`config.mk`:
```
export PLATFORM = sky130hd
export DESIGN_NAME = xirq_trig_unit
export DESIGN_NICKNAME = d
export VERILOG_FILES = /design/src/rtl/xirq_pkg.sv /design/src/rtl/xirq_cfg_regs.sv /design/src/rtl/xirq_pin_cond.sv /design/src/rtl/xirq_trig_unit.sv
export SDC_FILE = /design/constraint.sdc
export NUM_CORES = 1
export LEC_CHECK = 0
export CAP_MARGIN = 0
export CORE_ASPECT_RATIO = 0.9
export CORE_MARGIN = 2
export CORE_UTILIZATION = 25
export DETAILED_ROUTE_END_ITERATION = 10
export PLACE_DENSITY = 0.5
export SETUP_SLACK_MARGIN = 0.2
export SLEW_MARGIN = 20
export SYNTH_ARGS = -nofsm -noshare
export SYNTH_HDL_FRONTEND = slang
export SYNTH_SLANG_ARGS = --single-unit
```
`constraint.sdc`:
```
create_clock -name clk -period 3.06 [get_ports clk]
set_input_delay 0.459 -clock clk [delete_from_list [all_inputs] [get_ports clk]]
set_output_delay 0.459 -clock clk [all_outputs]
set_load 0.005 [all_outputs]
```
`src/rtl/xirq_pkg.sv`:
```
package xirq_pkg;
  // pins per configuration word; the slot layout depends on it
  localparam int SLOTS   = 4;
  localparam int CLR_LSB = 0;
  localparam int ENA_LSB = CLR_LSB + SLOTS;
  localparam int POL_LSB = ENA_LSB + SLOTS;
  localparam int LVL_LSB = POL_LSB + SLOTS;
  localparam int ANY_LSB = LVL_LSB + SLOTS;

  typedef struct packed {
    logic lvl;  // level-sense
    logic pol;  // polarity: 1 = high / rising
    logic any;  // any-edge
    logic ena;  // request enable
  } pin_cfg_t;

  function automatic int sel_width(input int words);
    return (words > 1) ? $clog2(words) : 1;
  endfunction
endpackage

```
`src/rtl/xirq_cfg_regs.sv`:
```
module xirq_cfg_regs
  import xirq_pkg::*;
#(
  parameter int NUM_PINS = 6,
  parameter int DATA_W   = 32,
  parameter int SEL_W    = 1
) (
  input  logic                    clk,
  input  logic                    rst_n,
  input  logic                    cfg_we,
  input  logic [SEL_W-1:0]        cfg_sel,
  input  logic [DATA_W-1:0]       cfg_wdata,
  input  logic [SEL_W-1:0]        cfg_rsel,
  output logic [DATA_W-1:0]       cfg_rdata,
  output pin_cfg_t [NUM_PINS-1:0] cfg_o,
  output logic [NUM_PINS-1:0]     ack_o
);
  pin_cfg_t [NUM_PINS-1:0] cfg_q, cfg_d;
  logic     [NUM_PINS-1:0] hit;

  for (genvar p = 0; p < NUM_PINS; p++) begin : g_pin
    localparam int WORD = p / SLOTS;
    localparam int SLOT = p % SLOTS;
    assign hit[p]   = cfg_we && (cfg_sel == SEL_W'(WORD));
    assign ack_o[p] = hit[p] && cfg_wdata[CLR_LSB+SLOT];

    always_comb begin
      cfg_d[p] = cfg_q[p];
      if (hit[p]) begin
        cfg_d[p].lvl = cfg_wdata[LVL_LSB+SLOT];
        cfg_d[p].pol = cfg_wdata[POL_LSB+SLOT];
        cfg_d[p].any = cfg_wdata[ANY_LSB+SLOT];
        cfg_d[p].ena = cfg_wdata[ENA_LSB+SLOT];
      end
    end

    always_ff @(posedge clk or negedge rst_n) begin
      if (!rst_n)      cfg_q[p] <= '0;
      else if (hit[p]) cfg_q[p] <= cfg_d[p];
    end
  end

  always_comb begin
    cfg_rdata = '0;
    for (int p = 0; p < NUM_PINS; p++) begin
      if (cfg_rsel == SEL_W'(p / SLOTS)) begin
        cfg_rdata[ENA_LSB + p % SLOTS] = cfg_q[p].ena;
        cfg_rdata[POL_LSB + p % SLOTS] = cfg_q[p].pol;
        cfg_rdata[LVL_LSB + p % SLOTS] = cfg_q[p].lvl;
        cfg_rdata[ANY_LSB + p % SLOTS] = cfg_q[p].any;
      end
    end
  end

  assign cfg_o = cfg_q;

  AST_CFG_HOLD: assert property (@(posedge clk) disable iff (!rst_n)
    !cfg_we |=> $stable(cfg_q));
endmodule

```
`src/rtl/xirq_pin_cond.sv`:
```
module xirq_pin_cond
  import xirq_pkg::*;
(
  input  logic     clk,
  input  logic     rst_n,
  input  logic     pin_async,
  input  pin_cfg_t cfg,
  input  logic     ack,
  output logic     irq
);
  logic s1_q, s2_q, s3_q, flag_q;
  logic flag_d, rise, fall, evt, lvl_req, pend;

  always_comb begin
    rise = s2_q & ~s3_q;
    fall = ~s2_q & s3_q;
    if (cfg.any)      evt = rise | fall;
    else if (cfg.pol) evt = rise;
    else              evt = fall;

    if (cfg.lvl)  flag_d = 1'b0;
    else if (evt) flag_d = 1'b1;
    else if (ack) flag_d = 1'b0;
    else          flag_d = flag_q;

    lvl_req = cfg.pol ? s2_q : ~s2_q;
    pend    = cfg.lvl ? lvl_req : flag_q;
  end

  always_ff @(posedge clk or negedge rst_n) begin
    if (!rst_n) begin
      s1_q   <= 1'b0;
      s2_q   <= 1'b0;
      s3_q   <= 1'b0;
      flag_q <= 1'b0;
    end else begin
      s1_q   <= pin_async;
      s2_q   <= s1_q;
      s3_q   <= s2_q;
      flag_q <= flag_d;
    end
  end

  assign irq = pend & cfg.ena;

  AST_EDGE_LATCH: assert property (@(posedge clk) disable iff (!rst_n)
    (!cfg.lvl && evt) |=> flag_q);
  AST_ACK_DROPS: assert property (@(posedge clk) disable iff (!rst_n)
    (ack && !evt) |=> !flag_q);
  AST_LEVEL_NO_FLAG: assert property (@(posedge clk) disable iff (!rst_n)
    cfg.lvl |=> !flag_q);
endmodule

```
`src/rtl/xirq_trig_unit.sv`:
```
module xirq_trig_unit
  import xirq_pkg::*;
#(
  parameter int NUM_PINS = 6,
  parameter int DATA_W   = 32,
  localparam int WORDS   = (NUM_PINS + SLOTS - 1) / SLOTS,
  localparam int SEL_W   = sel_width(WORDS)
) (
  input  logic                clk,
  input  logic                rst_n,
  input  logic [NUM_PINS-1:0] pin_i,
  input  logic                cfg_we,
  input  logic [SEL_W-1:0]    cfg_sel,
  input  logic [DATA_W-1:0]   cfg_wdata,
  input  logic [SEL_W-1:0]    cfg_rsel,
  output logic [DATA_W-1:0]   cfg_rdata,
  output logic [NUM_PINS-1:0] irq_o,
  output logic                irq_any_o
);
  logic [1:0] rst_q;
  logic       rst_int_n;

  always_ff @(posedge clk or negedge rst_n) begin
    if (!rst_n) rst_q <= '0;
    else        rst_q <= {rst_q[0], 1'b1};
  end
  assign rst_int_n = rst_q[1];

  pin_cfg_t [NUM_PINS-1:0] cfg;
  logic     [NUM_PINS-1:0] ack;
  logic     [NUM_PINS-1:0] ena_vec;

  xirq_cfg_regs #(
    .NUM_PINS (NUM_PINS),
    .DATA_W   (DATA_W),
    .SEL_W    (SEL_W)
  ) regs_i (
    .clk       (clk),
    .rst_n     (rst_int_n),
    .cfg_we    (cfg_we),
    .cfg_sel   (cfg_sel),
    .cfg_wdata (cfg_wdata),
    .cfg_rsel  (cfg_rsel),
    .cfg_rdata (cfg_rdata),
    .cfg_o     (cfg),
    .ack_o     (ack)
  );

  for (genvar p = 0; p < NUM_PINS; p++) begin : g_cond
    assign ena_vec[p] = cfg[p].ena;
    xirq_pin_cond cond_i (
      .clk       (clk),
      .rst_n     (rst_int_n),
      .pin_async (pin_i[p]),
      .cfg       (cfg[p]),
      .ack       (ack[p]),
      .irq       (irq_o[p])
    );
  end

  assign irq_any_o = |irq_o;

  AST_ENABLE_GATES: assert property (@(posedge clk) disable iff (!rst_int_n)
    (irq_o & ~ena_vec) == '0);
endmodule

```
==> impl_metrics.ini <==
[clock_network]
cts_root_buf = clkbuf_8
cts_num_sinks = 50
clock_latency_ns = 0.30
clkTransAtPathRegs_ns = 0.09
htreeDepth = 2
cts.path.max_buffers = 2
cts_tree = done
cts_made_buffers = 5

[cells_and_area]
layout-drive-gt1-share_pct = 19.5
layout_commonest_cell = clkdlybuf4s50_1
most-common-layout-cells = clkdlybuf4s50_1 (53), dfrtp_1 (47), mux2_2 (33)
fill_cells = 967
final_core_util_pct = 33.0
nNetsFinal = 311
area_delta_synth_final_pct = 30.2
n_antenna_cell = 0

[power_and_ir_drop]
leakagePower_nw = 1.37
powerDensity_mw_per_mm2 = 521
vdd_ir_drop_max_mv = 0.252

[sta]
final-setup-viol-count = 0
slew_violations = 0
period_needed_ns = 2.75
max_slew_margin_pct = 58.1
rsz0062_at_grt = false
holdWs_ns = 0.307
worst_slack_ns = 0.310
clock.fmax_ghz = 0.364
worst_pin_slew_ns = 0.629
tns_ns = 0
fin_skew_ns = 0.00414
period_share_pct = 89.9
hold_viol = 0

[synthesis]
synth.distinct_cells = 22
yosysWarnings = 0
post_synth.cell_area_avg_um2 = 11.9
netlist_area_mm2 = 0.00242
ys_ff_latch = 50
yosysSeqAreaShare_pct = 51.7
synthCells = 204

[setup_path]
cp-end-kind = primary output
critPathMaxFanout = 3
cp.arrival_ns = 2.29
crit_type = reg -> out
worstPathRequired_ns = 2.60
setup.worst_path.start_class = flop

[routing]
post_drt_wl_per_cell_um = 12.7
route.detailed.drc = 0
drt_pass1_iterations = 3
ant_nets = 0
drt_iter0_markers = 58
vias = 1496
routed_wl_um = 4870
drt-vias-per-instance = 3.91

[min_path]
hold_class = in -> async

[global_route]
grt_max_degree = 49
grt_pass1_wl_um = 8040
grt_pass1_vias = 1597
antenna_found_initial = 0
grt_usage_pct = 10.0
overflow = 0

[die]
io_pins = 82
core-area_mm2 = 0.00953
die_h_um = 97.3
start_util_pct = 25.4
dieArea_mm2 = 0.0105
die_w_um = 108
rows = 34

[placement]
gp_congestion = 0.684
post-dp-hpwl_um = 3570
io_buffers = 53
pre_cts_ws_ns = 0.563

[status]
status = finished, final reports clean

[job]
cap_violations = 0
cell families after synthesis:
| family | count (synthesis) | share of synthesized area, % |
|---|---|---|
| other | 2 | 0.311 |
| flip-flops | 50 | 51.7 |
| multiplexers | 40 | 18.5 |
| XOR/XNOR | 6 | 2.17 |
| AO/OA/AOI/OAI | 16 | 3.31 |
| AND/OR/NAND/NOR | 40 | 8.43 |
| adder cells (fa/ha/maj) | 12 | 6.21 |
| buffers and inverters | 38 | 9.31 |
critical path: stages (launching register included):
cell,delay (ns)
dfrtp_2,0.45
xor2_2,0.18
o21ai_2,0.11
or4_1,0.50
or3_1,0.31
clkdlybuf4s50_1,0.45
registers in the layout (all words and copies together) (netlist names):
name and cells:
g_cond.cond_i.flag_q 6, g_cond.cond_i.s1_q 6, g_cond.cond_i.s2_q 6, g_cond.cond_i.s3_q 6, regs_i.cfg_o 24, rst_q 2
repair_timing:
action,4_1_cts,5_1_grt
resized for setup,0,5
setup buffers,0,1
hold buffers,0,0
setup endpoints to repair,0,1
synthesized netlist by cell type:
library cell  count  area (µm²)
o21ai_0           4        20.0
buf_4            22         165
buf_1             1        3.75
clkbuf_1          3        11.3
o21ai_1           6        30.0
ha_1             12         150
a21oi_1           6        30.0
nand2_1          21        78.8
dfrtp_1          50        1250
or4_1             1        7.51
nor2b_2           1        8.76
mux2i_1           2        20.0
xnor2_1           2        17.5
nand3_1           2        10.0
xor2_1            4        35.0
nor2b_1          10        62.6
mux2_2           33         372
inv_1            12        45.0
conb_1            2        7.51
or3_1             1        6.26
mux2_1            5        56.3
nand3b_1          4        30.0
worst paths after layout:
| check | start | end | slack (ns) | cells after the start |
|---|---|---|---|---|
| setup / recovery | regs_i.cfg_o[6] | irq_any_o | 0.31 | 5 |
| hold / removal | rst_n | rst_q[1] | 0.31 | 1 |
| setup reg to reg | g_cond[2].cond_i.s2_q | g_cond[2].cond_i.flag_q | 1.80 | 5 |
| hold reg to reg | g_cond[1].cond_i.s1_q | g_cond[1].cond_i.s2_q | 0.35 | 0 |
| max in group asynchronous | rst_q[1] | regs_i.cfg_o[6] | 2.26 | 0 |
| min in group clk | g_cond[1].cond_i.s1_q | g_cond[1].cond_i.s2_q | 0.35 | 0 |
per-stage QoR:
stage	instances	instance area (µm²)	total power [mW]
after floorplan	219	2470	1.02
after global placement	374	3010	1.18
after detailed placement	374	3010	1.19
after CTS	382	3120	1.66
after global routing	383	3150	1.75
final	383	3150	1.64
report_power, final:
group          switching (mW)  leakage [nW]  internal (mW)  total [mW]
Combinational           0.123         0.731          0.235       0.358
Sequential             0.0782         0.587          0.739       0.817
Clock                   0.219        0.0524          0.245       0.464
metal layers:
layer | vias up | track usage (%) | share of wire (%)
met5 | - | 0 | 0
li1 | 740 | - | -
met2 | 46 | 16.2 | 47
met3 | 2 | 3.35 | 4.9
met1 | 708 | 12.8 | 47
met4 | 0 | 2.66 | 0.68
layout make-up:
type                            instances  area [µm²]  share of cell area [%]
Timing Repair Buffer                   56         566                    18.0
Sequential cell                        50        1260                    39.9
Inverter                               12        45.0                    1.43
Clock inverter                          1        30.0                   0.954
Tap cell                              126         158                    5.01
Multi-Input combinational cell        131        1020                    32.3
Clock buffer                            7        76.3                    2.42
No activity file was read; power rests on OpenSTA's default activity.
